File: src/rtl/irqc_pkg.sv
package irqc_pkg;
    localparam int REG_W    = 32;
    localparam int NSRC     = 4;
    localparam int LVL_W    = 2;
    localparam int POS_MODE = 2;
    localparam int POS_STAT = 11;

    // low bit of the 2-bit code for source i (0: pin, 1..3: dma0, dma1, host)
    function automatic int code_lo(input int i);
        return (i == 0) ? 0 : 14 + 2 * i;
    endfunction

    function automatic logic [REG_W-1:0] wr_mask();
        logic [REG_W-1:0] m;
        m = '0;
        m[POS_MODE] = 1'b1;
        for (int i = 0; i < NSRC; i++) begin
            m[code_lo(i)]     = 1'b1;
            m[code_lo(i) + 1] = 1'b1;
        end
        return m;
    endfunction

    typedef struct packed {
        logic [REG_W-1:0] ctrl;
        logic             latch;
        logic             prev;
    } irqc_state_t;
endpackage

File: src/rtl/irqc_sync.sv
module irqc_sync #(
    parameter int STAGES = 2
) (
    input  logic clk,
    input  logic rst_n,
    input  logic pin_in,
    output logic pin_s
);
    logic [STAGES-1:0] chain_d, chain_q;

    always_comb begin
        chain_d = {chain_q[STAGES-2:0], pin_in};
    end

    always_ff @(posedge clk or negedge rst_n) begin
        if (!rst_n) chain_q <= '1;
        else        chain_q <= chain_d;
    end

    assign pin_s = chain_q[STAGES-1];
endmodule

File: src/rtl/irqc_prio_decode.sv
module irqc_prio_decode #(
    parameter int LW = 2
) (
    input  logic [1:0]    code,
    output logic          en,
    output logic [LW-1:0] lvl
);
    always_comb begin
        en  = (code != 2'b00);
        lvl = en ? LW'(code - 2'd1) : '0;
    end

    always_comb begin
        a_r7_disabled_level_zero: assert (en || lvl == '0);
    end
endmodule

File: src/rtl/irq_cond_prio.sv
module irq_cond_prio
    import irqc_pkg::*;
#(
    parameter int NSYNC = 2
) (
    input  logic                  clk,
    input  logic                  rst_n,
    input  logic                  irq_pin_n,
    input  logic                  irq_ack,
    input  logic                  reg_wr,
    input  logic [REG_W-1:0]      reg_wdata,
    output logic [REG_W-1:0]      reg_rdata,
    output logic                  irq_req,
    output logic [LVL_W-1:0]      irq_lvl,
    output logic [NSRC-1:0]       src_en,
    output logic [NSRC*LVL_W-1:0] src_lvl
);
    localparam logic [REG_W-1:0] WMASK = wr_mask();

    irqc_state_t st_d, st_q;
    logic        pin_s, fall, armed, edge_mode, status;

    irqc_sync #(.STAGES(NSYNC)) u_sync (
        .clk    (clk),
        .rst_n  (rst_n),
        .pin_in (irq_pin_n),
        .pin_s  (pin_s)
    );

    for (genvar g = 0; g < NSRC; g++) begin : g_dec
        irqc_prio_decode #(.LW(LVL_W)) u_dec (
            .code (st_q.ctrl[code_lo(g) +: 2]),
            .en   (src_en[g]),
            .lvl  (src_lvl[g*LVL_W +: LVL_W])
        );
    end

    always_comb begin
        edge_mode = st_q.ctrl[POS_MODE];
        armed     = edge_mode & src_en[0];
        fall      = st_q.prev & ~pin_s;
        status    = armed ? st_q.latch : ~pin_s;

        st_d      = st_q;
        st_d.prev = pin_s;
        if (reg_wr) st_d.ctrl = reg_wdata & WMASK;
        if (!armed)       st_d.latch = 1'b0;
        else if (fall)    st_d.latch = 1'b1;
        else if (irq_ack) st_d.latch = 1'b0;

        reg_rdata           = st_q.ctrl;
        reg_rdata[POS_STAT] = status;
        irq_req             = src_en[0] & status;
        irq_lvl             = src_lvl[LVL_W-1:0];
    end

    always_ff @(posedge clk or negedge rst_n) begin
        if (!rst_n) begin
            st_q.ctrl  <= '0;
            st_q.latch <= 1'b0;
            st_q.prev  <= 1'b1;
        end else begin
            st_q <= st_d;
        end
    end

    a_r9_reserved_zero: assert property (@(posedge clk) disable iff (!rst_n)
        (reg_rdata & ~(WMASK | (REG_W'(1) << POS_STAT))) == '0);

    a_r6_req_needs_enable: assert property (@(posedge clk) disable iff (!rst_n)
        irq_req |-> src_en[0]);

    a_r4_latch_holds: assert property (@(posedge clk) disable iff (!rst_n)
        (armed && st_q.latch && !irq_ack && !reg_wr) |=> st_q.latch);

    a_r4_fall_sets: assert property (@(posedge clk) disable iff (!rst_n)
        (armed && fall && !reg_wr) |=> st_q.latch);

    a_r5_ack_clears: assert property (@(posedge clk) disable iff (!rst_n)
        (st_q.latch && irq_ack && !fall) |=> !st_q.latch);
endmodule

File: config.mk
export PLATFORM = sky130hd
export DESIGN_NAME = irq_cond_prio
export DESIGN_NICKNAME = d
export VERILOG_FILES = /design/src/rtl/irqc_pkg.sv /design/src/rtl/irqc_sync.sv /design/src/rtl/irqc_prio_decode.sv /design/src/rtl/irq_cond_prio.sv
export SDC_FILE = /design/constraint.sdc
export NUM_CORES = 1
export LEC_CHECK = 0
export BUFFER_PORTS_ARGS = -buffer_cell sky130_fd_sc_hd__buf_2
export CORE_ASPECT_RATIO = 1.5
export CORE_UTILIZATION = 27
export DETAILED_ROUTE_END_ITERATION = 8
export GPL_ROUTABILITY_DRIVEN = 1
export MAX_ROUTING_LAYER = met4
export PLACE_DENSITY_LB_ADDON = 0.15
export RECOVER_POWER = 50
export SLEW_MARGIN = 20
export SYNTH_ARGS = -nofsm -noshare
export SYNTH_HDL_FRONTEND = slang
export SYNTH_SLANG_ARGS = --single-unit
File: constraint.sdc
create_clock -name clk -period 1 [get_ports clk]
set_clock_uncertainty 0.1 [all_clocks]
set_input_delay 0.05 -clock clk [delete_from_list [all_inputs] [get_ports clk]]
set_output_delay 0.05 -clock clk [all_outputs]
set_load 0.02 [all_outputs]
# Word level (Yosys, flattened, before mapping)
# Cells that the tools add are included.
dict set report totals {
  inputBits 37
  ff_bits 13
}
dict set report classes {
  n_reduce_logical 4
  bitwise 4
  mux 8
  n_eq_ne 1
  n_addsub 4
}
# operator n
set ops {}
lappend ops {{$mux W2} 4}
lappend ops {{$reduce_bool A2 Y1} 4}
lappend ops {{$sub A2 B1 Y2 const B} 4}
lappend ops {{$mux W1} 4}
lappend ops {{$and A1 B1 Y1} 3}
lappend ops {{$ne A3 B3 Y1 const B} 1}
lappend ops {{$not A1 Y1} 1}

# Depth between registers and ports, before layout
# Gate-level depths: netlist of run 1.
dict set report depth {
  depth_word 4
  ltp_mapped 3
}

# By module
# A second synthesis of run 1 with hierarchy kept.
dict set report hier_totals {
  cells_unflattened 79
  hier_area_um2 877.1
}
# mod area_per_inst_um2 seq_area_each_um2 cells_each n_inst
set modules_own_cells {}
lappend modules_own_cells {irq_cond_prio 734.5 276.5 65 1}
lappend modules_own_cells {irqc_prio_decode 22.5 0.0 3 4}
lappend modules_own_cells {irqc_sync 52.6 52.6 2 1}

# Worst setup path before layout of run 1
# No wires, ideal clock.
dict set report synth_timing {
  kind {register to output}
  from {reg st_q, in the netlist reg_rdata[1]}
  to {out src_lvl[0]}
  path_buffers 1
  path_stages_with_launch 3
  t_arrival_ns 0.980
  slack_ns -0.130
  path_cell_list {dfrtp_1 nor2b_1 buf_4}
}
dict set report synth_between {
  elab_chain_cells 2
}
# item line_no
set synth_rtl {}
lappend synth_rtl {{from (decl)} irq_cond_prio.sv:20} ;# irqc_state_t st_d, st_q;
lappend synth_rtl {{from (signal assigned)} irq_cond_prio.sv:63} ;# st_q <= st_d;
lappend synth_rtl {{$reduce_bool A2 Y1} irqc_prio_decode.sv:9} ;# en = (code != 2'b00);
lappend synth_rtl {{$mux W2} irqc_prio_decode.sv:10} ;# lvl = en ? LW'(code - 2'd1) : '0;
lappend synth_rtl {{to (decl)} irq_cond_prio.sv:16} ;# output logic [NSRC*LVL_W-1:0] src_lvl
# Every way passes these cells.

# Worst setup path in the final report of run 1
dict set report layout_timing {
  from {reg st_q, in the netlist reg_rdata[1]}
  to {out reg_rdata[11]}
}
dict set report layout_between {
  elab_chain_cells 3
}
# item line_no
set layout_rtl {}
lappend layout_rtl {{$reduce_bool A2 Y1} irqc_prio_decode.sv:9}
lappend layout_rtl {{$and A1 B1 Y1} irq_cond_prio.sv:40} ;# armed = edge_mode & src_en[0];
lappend layout_rtl {{$mux W1} irq_cond_prio.sv:42} ;# status = armed ? st_q.latch : ~pin_s;
lappend layout_rtl {{to (decl)} irq_cond_prio.sv:12} ;# output logic [REG_W-1:0] reg_rdata,
# Every way passes these cells.

==> results of run 1 <==
[synthesized netlist by cell type]
| cell type | number |
|---|---|
| buf_4 | 38 |
| dfrtp_1 | 10 |
| mux2_4 | 9 |
| and2_1 | 4 |
| nor2b_1 | 4 |
| dfstp_2 | 3 |
| or2_2 | 3 |
| nand2b_1 | 2 |
| a21boi_1 | 1 |
| a21oi_1 | 1 |
| buf_6 | 1 |
| conb_1 | 1 |
| inv_1 | 1 |
| mux2i_1 | 1 |
| nand2_1 | 1 |
| o21ai_1 | 1 |
| or2_0 | 1 |
| or2_1 | 1 |
[per-stage QoR]
| stage | power (µW) | worst slack, ps | utilization [%] |
|---|---|---|---|
| after floorplan | 1127 | -48.50 | - |
| after global placement | 1136 | -70.76 | 30.26 |
| after detailed placement | 1142 | -77.25 | 30.26 |
| after CTS | 1847 | -353.6 | 42.38 |
| after global routing | 1991 | -410.1 | 44.36 |
| final | 1886 | -324.1 | 44.36 |
[power groups by stage]
| stage | sequential, µW | clock (µW) | combinational [µW] |
|---|---|---|---|
| finish | 633 | 462 | 792 |
| floorplan | 623 | 0 | 504 |
| global route | 642 | 513 | 837 |
| CTS | 625 | 476 | 746 |
| detailed placement | 630 | 0 | 512 |
| global placement | 628 | 0 | 508 |
[worst max-delay path, delay by kind of cell, from the launching register on]
family,cells,cell delay (ps)
flops,1,390
mux,1,200
buf+inv,1,160
compound gates,1,180
[per-layer routing]
layer	wire length, µm	share of wire, %
met3	83	5.3
met4	18	1.1
met1	592	38
met2	876	56
met5	0	0
[path summary, 6_finish.rpt]
check / start / end / slack (ps) / cells past startpoint
worst min register to register: u_sync.chain_q[0] / u_sync.chain_q[1] / 260 / 0
worst max-delay path: reg_rdata[1] / reg_rdata[11] / -320 / 3
min in group clk: reg_wr / reg_rdata[19] / 170 / 2
worst max register to register: reg_rdata[17] / reg_rdata[17] / -130 / 3
worst min-delay path: rst_n / reg_rdata[21] / 130 / 2
max in group asynchronous: rst_n / st_q[0] / 380 / 2
[state kept, by name (all words and copies together), names as in the netlist]
| register | flops |
|---|---|
| u_sync.chain_q | 2 |
| st_q | 2 |
| reg_rdata | 9 |
[final cells by class]
type                       instances  area (µm²)
multi-input combinational         51       382.9
clock buffer                       4       45.04
timing repair buffer              63       586.8
fill                             303        1758
inverter                           1       3.754
sequential                        13       332.8
tap                               40       50.05
[logic make-up after synthesis]
| logic type | synth area share [%] |
|---|---|
| compound gates | 1.960 |
| buf+inv | 33.61 |
| flops | 36.84 |
| mux | 16.25 |
| other cells | 0.4198 |
| simple gates | 10.92 |
[timing repair]
item / in CTS / in global routing
endpoints found under the setup margin: 22 / 31
gates resized for setup: 50 / 20
buffers inserted: 8 / 1
hold buffers: 12 / 0
pin swaps: 3 / 3
hold endpoints to repair: 24 / 0
==> results.md, run 1 <==
* First-pass GRT wire length at about 2600 µm
* Final hold vios at 0
* CTS Buf Count at 3
* Root Buffer: clkbuf_8
* CTS clk-pin slew, worst paths at 50 ps
* Number of global-route vias before repair at just under 600
* Gr usage total at under 10%
* Ys Warns at 0
* Worst skew pair latency at 240 ps
* Commonest non-fill, non-tap cell in the layout: buf_6
* Htree depth at 1
* Switching Fraction at a little under a third
* Die area at approximately 0.0035 mm²
* Fraction of layout cells with a size suffix above 1 at between 60% and 70%
* Worst path max stage delay at 390 ps
* WL/cell at about 9.1 µm
* Most frequent cells in the layout: buf_6 (31), conb_1 (22), dlygate4sd3_1 (12), buf_2 (12), mux2_4 (9)
* Leak Pwr at 0.0007096 µW
* Gr busiest metal: met2
* Post-synthesis register bit count at 13
* Critical Path RT at 850 ps
* Net Sw Power at 589.0 µW
* CTS tree: built
* Via-to-Cell Ratio at about 3.6
* Initial Utilization at between 20 and 30%
* Post-route minimum period at 1324 ps
* Pre-Repair DR Iteration Count at 2
* Area leader, netlist: buf_4
* Core Area at 0.003159 mm²
* Setup TNS at -4591 ps
* WP data arrival at approximately 1200 ps
* Failing checks: setup timing
* CTS sink cnt at 13
* IO buf count at 38
* Routed wire length at around 1600 µm
* Placer congestion estimate at 0.5987
* Total gr overflow at 0
* Hold crit path type: in2async
* Synthesized instance count at 83
* Initial antenna violation count at 0
* Pint at between 1000 and 1500 µW
* Initial DRC count at 2
* Final setup margin at -324.1 ps
* Cell area after synthesis at between 800 and 900 µm²
* Post-synthesis cell type count at 18
* Dpl cell area at roughly 960 µm²
* Crit-path slowest cell: dfrtp_1
* Via count at 626
* Global-route met2 utilization at between 15 and 20%
* Cell Chain, Critical Path: o21ai_2 -> mux2i_1 -> buf_4
* Antenna diodes at 0
* Antenna-violating nets left at 0
* Tcrit/Tclk final at 132.4%
* Clock share of power at between 20% and 30%
* Status: complete, but fails checks
* CP startpoint kind: register
* Max Slew Vio Count at 0
* Share of the yosys chip area belonging to registers at a little under two fifths
* Final setup vio count at 27
* Worst hold margin at roughly 130 ps
* Max-Cap Viols at 0
* I/O pin total at 84
* HPWL after DPL at between 1000 and 1500 µm
* Comb power frac at 42.0%
* Placed Cells at between 100 and 150
* DRC at 0
* Met3 Use GR at roughly 3.4%
* Die H at roughly 72 µm
* Critical path class: reg2out
* Largest net degree at the start of global routing at 14
* RSZ-0062 raised after global routing: yes
* Nets@finish at between 150 and 200
* CP Max Fanout at 3
* Fmax at between 0.7 and 0.8 GHz
* Met1 Usage GRT at between 10% and 20%
* Avg Synthesized Cell Area at 10.76 µm²
* Layout area overhead at 56.86%
* PwrDens at roughly 1300 mW/mm²
* Final Non-Filler Cells at 172
* Seq pwr share at between 30% and 40%
* Worst vdd ir at between 900 and 1000 µV
* Synth top area share at approximately a third
* Row count at 25
* Crit end category: output port
* CTS Buffer Depth at 2
* Die W at just under 50 µm
* Post-route cell area at between 0.001 and 0.0015 mm²
* Ranking of synthesized cells by area: buf_4 (32%), dfrtp_1 (28%), mux2_4 (15%)
No activity file was read; power rests on OpenSTA's default activity.
==> inputs of run 2 (changes only) <==
--- a/config.mk
+++ b/config.mk
@@ -5,11 +5,13 @@
 export SDC_FILE = /design/constraint.sdc
 export NUM_CORES = 1
 export LEC_CHECK = 0
+export ABC_AREA = 1
 export BUFFER_PORTS_ARGS = -buffer_cell sky130_fd_sc_hd__buf_2
 export CORE_ASPECT_RATIO = 1.5
 export CORE_UTILIZATION = 27
 export DETAILED_ROUTE_END_ITERATION = 8
 export GPL_ROUTABILITY_DRIVEN = 1
+export HOLD_SLACK_MARGIN = 0.08
 export MAX_ROUTING_LAYER = met4
 export PLACE_DENSITY_LB_ADDON = 0.15
 export RECOVER_POWER = 50
==> run 2 against run 1 <==
  * The flow still finishes with violations (setup timing)
  * Clock-buffer cell count stayed put
  * Cell count is 12% higher
  * Total power is 8.5% lower
  * Synthesized cell count is 29% higher
  * Combinational power is 18% lower
  * Non-clock buffer count is 2 lower
  * Critical path depth is 2 higher
  * Setup slack better by 30 ps
  * Critical endpoint unchanged
==> results.md, run 2 <==
* Status: complete, but fails checks (unchanged)
* Failing checks: setup timing (unchanged)
* DRC at 0 (unchanged)
* Crit end category: output port (unchanged)
* Total gr overflow at 0 (unchanged)
* Die W at 47.94 µm (was 48.97 µm)
* Final hold vios at 0 (unchanged)
* Placed Cells at 171 (was 147)
* Die area at 0.003399 mm² (was 0.003548 mm²)
* Placer congestion estimate at 0.7126 (was 0.5987)
* Ys Warns at 0 (unchanged)
* Net Sw Power at 587.4 µW (was 589.0 µW)
* Nets@finish at 192 (was 170)
* Pwr Total at 1726 µW (was 1886 µW)
* Switching Fraction at 34.03% (was 31.23%)
* Root Buffer: clkbuf_8 (unchanged)
* Leak Pwr at 0.0007269 µW (was 0.0007096 µW)
* EDFF count, synth at 0 (unchanged)
* Via-to-Cell Ratio at 3.710 (was 3.640)
* Post-synthesis cell type count at 12 (was 18)
* CTS Buf Count at 3 (unchanged)
* Max-Cap Viols at 0 (unchanged)
* Initial DRC count at 3 (was 2)
* Critical Path RT at 850 ps (about the same)
* Worst path max stage delay at 410 ps (was 390 ps)
* Critical path class: reg2out (unchanged)
* Ranking of synthesized cells by area: buf_4 (33%), dfrtp_1 (29%), dfstp_2 (9.2%) (was buf_4 (32%), dfrtp_1 (28%), mux2_4 (15%))
* Cell Chain, Critical Path: o21ai_2 -> nand2_1 -> nand2_2 -> inv_2 -> buf_6 (was o21ai_2 -> mux2i_1 -> buf_4)
* Initial antenna violation count at 0 (unchanged)
* Antenna diodes at 0 (unchanged)
* Fmax at 0.7726 GHz (was 0.7552 GHz)
* Worst skew pair latency at 240 ps (about the same)
* Largest register FFs at 9 (unchanged)
* Filler cells at 297 (was 303)
* CTS sink cnt at 13 (unchanged)
* Number of global-route vias before repair at 641 (was 585)
* CP startpoint kind: register (unchanged)
* Top-count cell post-synth: buf_4 (unchanged)
* I/O pin total at 84 (unchanged)
* Routed wire length at 1727 µm (was 1571 µm)
* Row count at 24 (was 25)
* Die H at 70.91 µm (was 72.45 µm)
* HPWL after DPL at 1149 µm (was 1090 µm)
* Most frequent cells in the layout: conb_1 (22), buf_2 (17), nand2_1 (15), buf_6 (15), dlygate4sd3_1 (14) (was buf_6 (31), conb_1 (22), dlygate4sd3_1 (12), buf_2 (12), mux2_4 (9))
* First-pass GRT wire length at 2525 µm (was 2615 µm)
* Synth top area share at 33.38% (was 31.93%)
* Crit-path slowest cell: dfrtp_1 (unchanged)
* Core Area at 0.002973 mm² (was 0.003159 mm²)
* PwrDens at 1343 mW/mm² (was 1346 mW/mm²)
* Htree depth at 1 (unchanged)
* IO buf count at 38 (unchanged)
* Hold crit path type: in2reg (was in2async)
* Largest net degree at the start of global routing at 14 (unchanged)
* Layout area overhead at 50.37% (was 56.86%)
* CTS tree: built (unchanged)
* WP data arrival at 1140 ps (was 1170 ps)
* Area leader, netlist: buf_4 (unchanged)
* Final setup vio count at 19 (was 27)
* Clock share of power at 26.8% (was 24.5%)
* Antenna-violating nets left at 0 (unchanged)
* Tcrit/Tclk final at 129.4% (was 132.4%)
* Initial Utilization at 28.75% (was 28.28%)
* Avg Synthesized Cell Area at 7.987 µm² (was 10.76 µm²)
* CTS Buffer Depth at 2 (unchanged)
* Commonest non-fill, non-tap cell in the layout: conb_1 (was buf_6)
* Post-synthesis register bit count at 13 (unchanged)
* Comb power frac at 37.5% (was 42.0%)
* CP Max Fanout at 3 (unchanged)
* Pint at 1139 µW (was 1297 µW)
* Cell area after synthesis at 854.6 µm² (was 893.4 µm²)
* Worst vdd ir at 648.7 µV (was 995.6 µV)
* WL/cell at 8.948 µm (was 9.134 µm)
* Post-synth top cells: buf_4 (38), nand2_1 (19), inv_1 (18), dfrtp_1 (10), o21ai_0 (9) (was buf_4 (38), dfrtp_1 (10), mux2_4 (9), and2_1 (4), nor2b_1 (4))
* CTS clk-pin slew, worst paths at 50 ps (about the same)
* Final setup margin at -294.3 ps (was -324.1 ps)
* Post-route minimum period at 1294 ps (was 1324 ps)
* Final Non-Filler Cells at 193 (was 172)
* Via count at 716 (was 626)
* Share of the yosys chip area belonging to registers at 38.51% (was 36.83%)
* Fraction of layout cells with a size suffix above 1 at 46.75% (was 60.61%)
* Gr usage total at 10.86% (was 9.837%)
* Max Slew Vio Count at 0 (unchanged)
* RSZ-0062 raised after global routing: yes (unchanged)
* Synthesized instance count at 107 (was 83)
* Pre-Repair DR Iteration Count at 4 (was 2)
* Main synth FF type: dfrtp_1 (unchanged)
* Async SR Flop Fraction at 100.0% (unchanged)
* Seq pwr share at 35.7% (was 33.5%)
## run 2: metal layers
layer	wire, µm	track usage [%]
met3	84	0.7653
met2	969	18.77
met1	616	10.06
met5	0	-
met4	56	8.333
## run 2: final timing paths
kind,from,slack (ps),to,cells after the start
max,reg_rdata[1],-290,reg_rdata[11],5
min,reg_wr,90,reg_rdata[21],3
max reg2reg,u_sync.chain_q[1],0,st_q[1],4
min reg2reg,u_sync.chain_q[0],250,u_sync.chain_q[1],0
max in group asynchronous,rst_n,360,u_sync.chain_q[1],2
min in group asynchronous,rst_n,150,reg_rdata[19],2
## run 2: cell type report
type | instances | area, µm² | area share (%)
inverter | 18 | 67.56 | 5.258
multi-input combinational | 58 | 284.0 | 22.10
sequential | 13 | 330.3 | 25.71
clock buffer | 4 | 45.04 | 3.505
tap | 39 | 48.80 | 3.797
timing repair buffer | 61 | 509.2 | 39.63
## run 2: logic make-up after synthesis
kind of cell	share of synthesized area (%)
AO/OA/AOI/OAI	6.003
multiplexers	1.318
AND/OR/NAND/NOR	11.13
buffers and inverters	42.61
other	0.4388
flip-flops	38.51
## run 2: stage by stage
step / setup TNS, ps / hold slack, ps / cell area, µm² / util, % / setup slack [ps]
finish: -2260 / 91.03 / 1285 / 43.22 / -294.3
global route: -3129 / 132.1 / 1285 / 43.22 / -341.0
CTS: -2348 / 89.00 / 1237 / 41.62 / -301.3
detailed placement: -310.5 / -139.7 / 920.9 / 30.98 / -156.5
global placement: -215.6 / -149.0 / 920.9 / 30.98 / -116.2
floorplan: -194.3 / -345.6 / 940.9 / - / -97.24
## run 2: what timing repair did
action,4_1_cts,5_1_grt
setup buffers,1,2
pin swaps,8,4
setup endpoints to repair,19,24
hold buffers,14,2
endpoints found under the hold margin,24,3
gates resized for setup,47,10
## run 2: power groups by stage
stage / Combinational, µW / Clock [µW] / Sequential (µW)
3_3_place_gp: 462 / 0 / 611
4_1_cts: 620 / 483 / 613
3_5_place_dp: 463 / 0 / 612
2_1_floorplan: 458 / 0 / 608
5_1_grt: 705 / 500 / 622
6_report: 648 / 462 / 616
## run 2: worst max-delay path, delay by kind of cell (launching register included)
family	cells	cell delay, ps
buffers and inverters	2	160
AOI/OAI and AO/OA	1	160
and+or+nand+nor	2	170
DFF	1	410
==> inputs of run 3 (changes only) <==
--- a/config.mk
+++ b/config.mk
@@ -11,6 +11,7 @@
 export CORE_UTILIZATION = 27
 export DETAILED_ROUTE_END_ITERATION = 8
 export GPL_ROUTABILITY_DRIVEN = 1
+export GPL_TIMING_DRIVEN = 0
 export HOLD_SLACK_MARGIN = 0.08
 export MAX_ROUTING_LAYER = met4
 export PLACE_DENSITY_LB_ADDON = 0.15
==> constraint.sdc (replaced) <==
create_clock -name clk -period 1.2 [get_ports clk]
set_clock_uncertainty 0.1 [all_clocks]
set_input_delay 0.06 -clock clk [delete_from_list [all_inputs] [get_ports clk]]
set_output_delay 0.06 -clock clk [all_outputs]
set_load 0.02 [all_outputs]
==> run 3 against run 2 <==
  * The run still ends with setup timing left
  * Die area is the same
  * Non-clock buffer count grew 30
  * Sequential power shrank 17%
  * Core utilization grew 5.9 points
  * Register-to-register slack gained 140 ps
  * Via count grew 9.8%
  * Cell count grew 16%
  * Combinational power shrank 6.2%
  * Global-route usage is essentially flat
  * Critical path depth is the same
  * Clock-buffer cell count is the same
  * Largest power group unchanged
==> results.md, run 3 (synthesis gave the netlist of run 2 again) <==
* Status: complete, but fails checks (unchanged)
* Failing checks: setup timing (unchanged)
* Total gr overflow at 0 (unchanged)
* Largest net degree at the start of global routing at 14 (unchanged)
* Max_slew headroom at approximately 55%
* Initial DRC count at 4 (was 3)
* First-pass GRT wire length at 2594 µm (was 2525 µm)
* Final setup margin at -128.3 ps (was -294.3 ps)
* Critical path class: reg2out (unchanged)
* Max Slew Vio Count at 0 (unchanged)
* Setup TNS at -468.4 ps (was -2260 ps)
* Antenna-violating nets left at 0 (unchanged)
* Max-Cap Viols at 0 (unchanged)
* Worst skew pair latency at 230 ps (was 240 ps)
* WL/cell at 8.108 µm (was 8.948 µm)
* Commonest non-fill, non-tap cell in the layout: buf_4 (was conb_1)
* Slew @ Worst Pin at 674.0 ps
* Hold endpoint: u_sync.chain_q[1] (was reg_rdata[21])
* Antenna diodes at 0 (unchanged)
* Fraction of layout cells with a size suffix above 1 at 53.80% (was 46.75%)
* Critical Path Source: reg_rdata[1] (unchanged)
* CP startpoint kind: register (unchanged)
* CTS clk-pin slew, worst paths at 50 ps (about the same)
* Core Area at 0.002973 mm² (unchanged)
* Crit end category: output port (unchanged)
* Leak Pwr at 0.0008680 µW (was 0.0007269 µW)
* Pre-Repair DR Iteration Count at 3 (was 4)
* Layout area overhead at 70.86% (was 50.37%)
* Via count at 786 (was 716)
* Via-to-Cell Ratio at 3.525 (was 3.710)
* R2R cell count at 4 (unchanged)
* Gr usage total at 10.82% (was 10.86%)
* CTS Buf Count at 3 (unchanged)
* Die W at 47.94 µm (unchanged)
* Worst vdd ir at 377.9 µV (was 648.7 µV)
* Tcrit/Tclk final at 110.7%
* Hold crit path type: reg2reg (was in2reg)
* Post-route minimum period at 1328 ps
* I/O pin total at 84 (unchanged)
* Internal reg-to-reg setup slack at 140 ps (was 0 ps)
* R2R Path End: reg_rdata[1] (was st_q[1])
* Routed wire length at 1808 µm (was 1727 µm)
* CP Max Fanout at 4 (was 3)
* Number of global-route vias before repair at 633 (was 641)
* Worst hold margin at 259.6 ps (was 91.03 ps)
* CTS sink cnt at 13 (unchanged)
* Row count at 24 (unchanged)
* CTS Buffer Depth at 2 (unchanged)
* Most frequent cells in the layout: buf_4 (36), buf_2 (26), conb_1 (22) (was conb_1 (22), buf_2 (17), nand2_1 (15), buf_6 (15), dlygate4sd3_1 (14))
* DRC at 0 (unchanged)
* Initial Utilization at 28.75% (unchanged)
* Final hold vios at 0 (unchanged)
* Dpl ws at -71.04 ps (was -156.5 ps)
* Htree depth at 1 (unchanged)
* Dpl cell area at 0.001172 mm² (was 920.9 µm²)
* Die H at 70.91 µm (unchanged)
* IO buf count at 38 (unchanged)
* Fmax at between 0.7 and 0.8 GHz
* Critical Path RT at 1040 ps (was 850 ps)
* RSZ-0062 raised after global routing: yes (unchanged)
* HPWL after DPL at 1286 µm (was 1149 µm)
* Nets@finish at 222 (was 192)
* WP data arrival at 1170 ps (was 1140 ps)
* Largest register FFs at 9 (unchanged)
* PwrDens at 1020 mW/mm² (was 1343 mW/mm²)
* R2r startpoint: reg_rdata[1] (was u_sync.chain_q[1])
* Placer congestion estimate at 0.7176 (was 0.7126)
* CTS tree: built (unchanged)
* Final setup vio count at 5 (was 19)
* Hold depth at 0 (was 3)
* Initial antenna violation count at 0 (unchanged)
* Post-route cell area at 0.001460 mm² (was 0.001285 mm²)
* Root Buffer: clkbuf_8 (unchanged)
* Hold path start: u_sync.chain_q[0] (was reg_wr)
* Filler cells at 302 (was 297)
* Die area at 0.003399 mm² (unchanged)
[run 3: changes by cell type in the layout (fill, tap and decap cells not counted), sizes merged]
cell          delta
dlygate4sd3      -1
buf             +31
clkbuf           +1
dlymetal6s4s     -1
[run 3: cell type report]
| cell class | instances | area, µm² | share of cell area [%] |
|---|---|---|---|
| timing repair buffer | 57 | 440.4 | 30.16 |
| sequential | 13 | 330.3 | 22.62 |
| multi-input combinational | 58 | 271.5 | 18.59 |
| buffer | 34 | 256.5 | 17.57 |
| inverter | 18 | 67.56 | 4.627 |
| tap | 39 | 48.80 | 3.342 |
| clock buffer | 4 | 45.04 | 3.085 |
[run 3: how the worst max path moves through the flow]
| stage | end | cells after the start | slack [ps] |
|---|---|---|---|
| finish | src_lvl[0] | 5 | -130 |
| global route | src_lvl[0] | 5 | -200 |
| CTS | irq_req | 5 | -130 |
| detailed placement | reg_rdata[11] | 6 | -70 |
| global placement | reg_rdata[11] | 6 | -60 |
| floorplan | src_lvl[0] | 2 | 90 |
[run 3: worst max-delay path, stage by stage, from the launching register on]
cell,delay [ps]
dfrtp_1,410
inv_2,70
buf_4,150
nor2_4,90
buf_4,110
buf_6,100
[run 3: report_power, final]
part	internal (µW)	switching, µW
registers	478	33.9
clock network	233	137
logic	297	311
total	1010	482
[run 3: layer usage]
layer / track usage, % / vias to the layer above / wire [µm]
met5: - / - / 0
met4: 6.481 / 0 / 27
met3: 0 / 2 / 69
met2: 19.37 / 31 / 1062
met1: 10.75 / 344 / 649
li1: - / 409 / -
[run 3: what timing repair did]
item	CTS	global route
endpoints found under the setup margin	6	10
pin swaps	4	7
gates resized for setup	20	25
hold endpoints to repair	24	0
hold buffers	13	0
setup buffers	3	3
[run 3: stage by stage]
stage                     total power [µW]  instances  utilization, %
after global placement               999.7        205           39.44
final                                 1490        223           49.12
after global routing                  1588        223           49.12
after CTS                             1466        224           47.35
after detailed placement              1004        205           39.44
after floorplan                      880.9        128               -
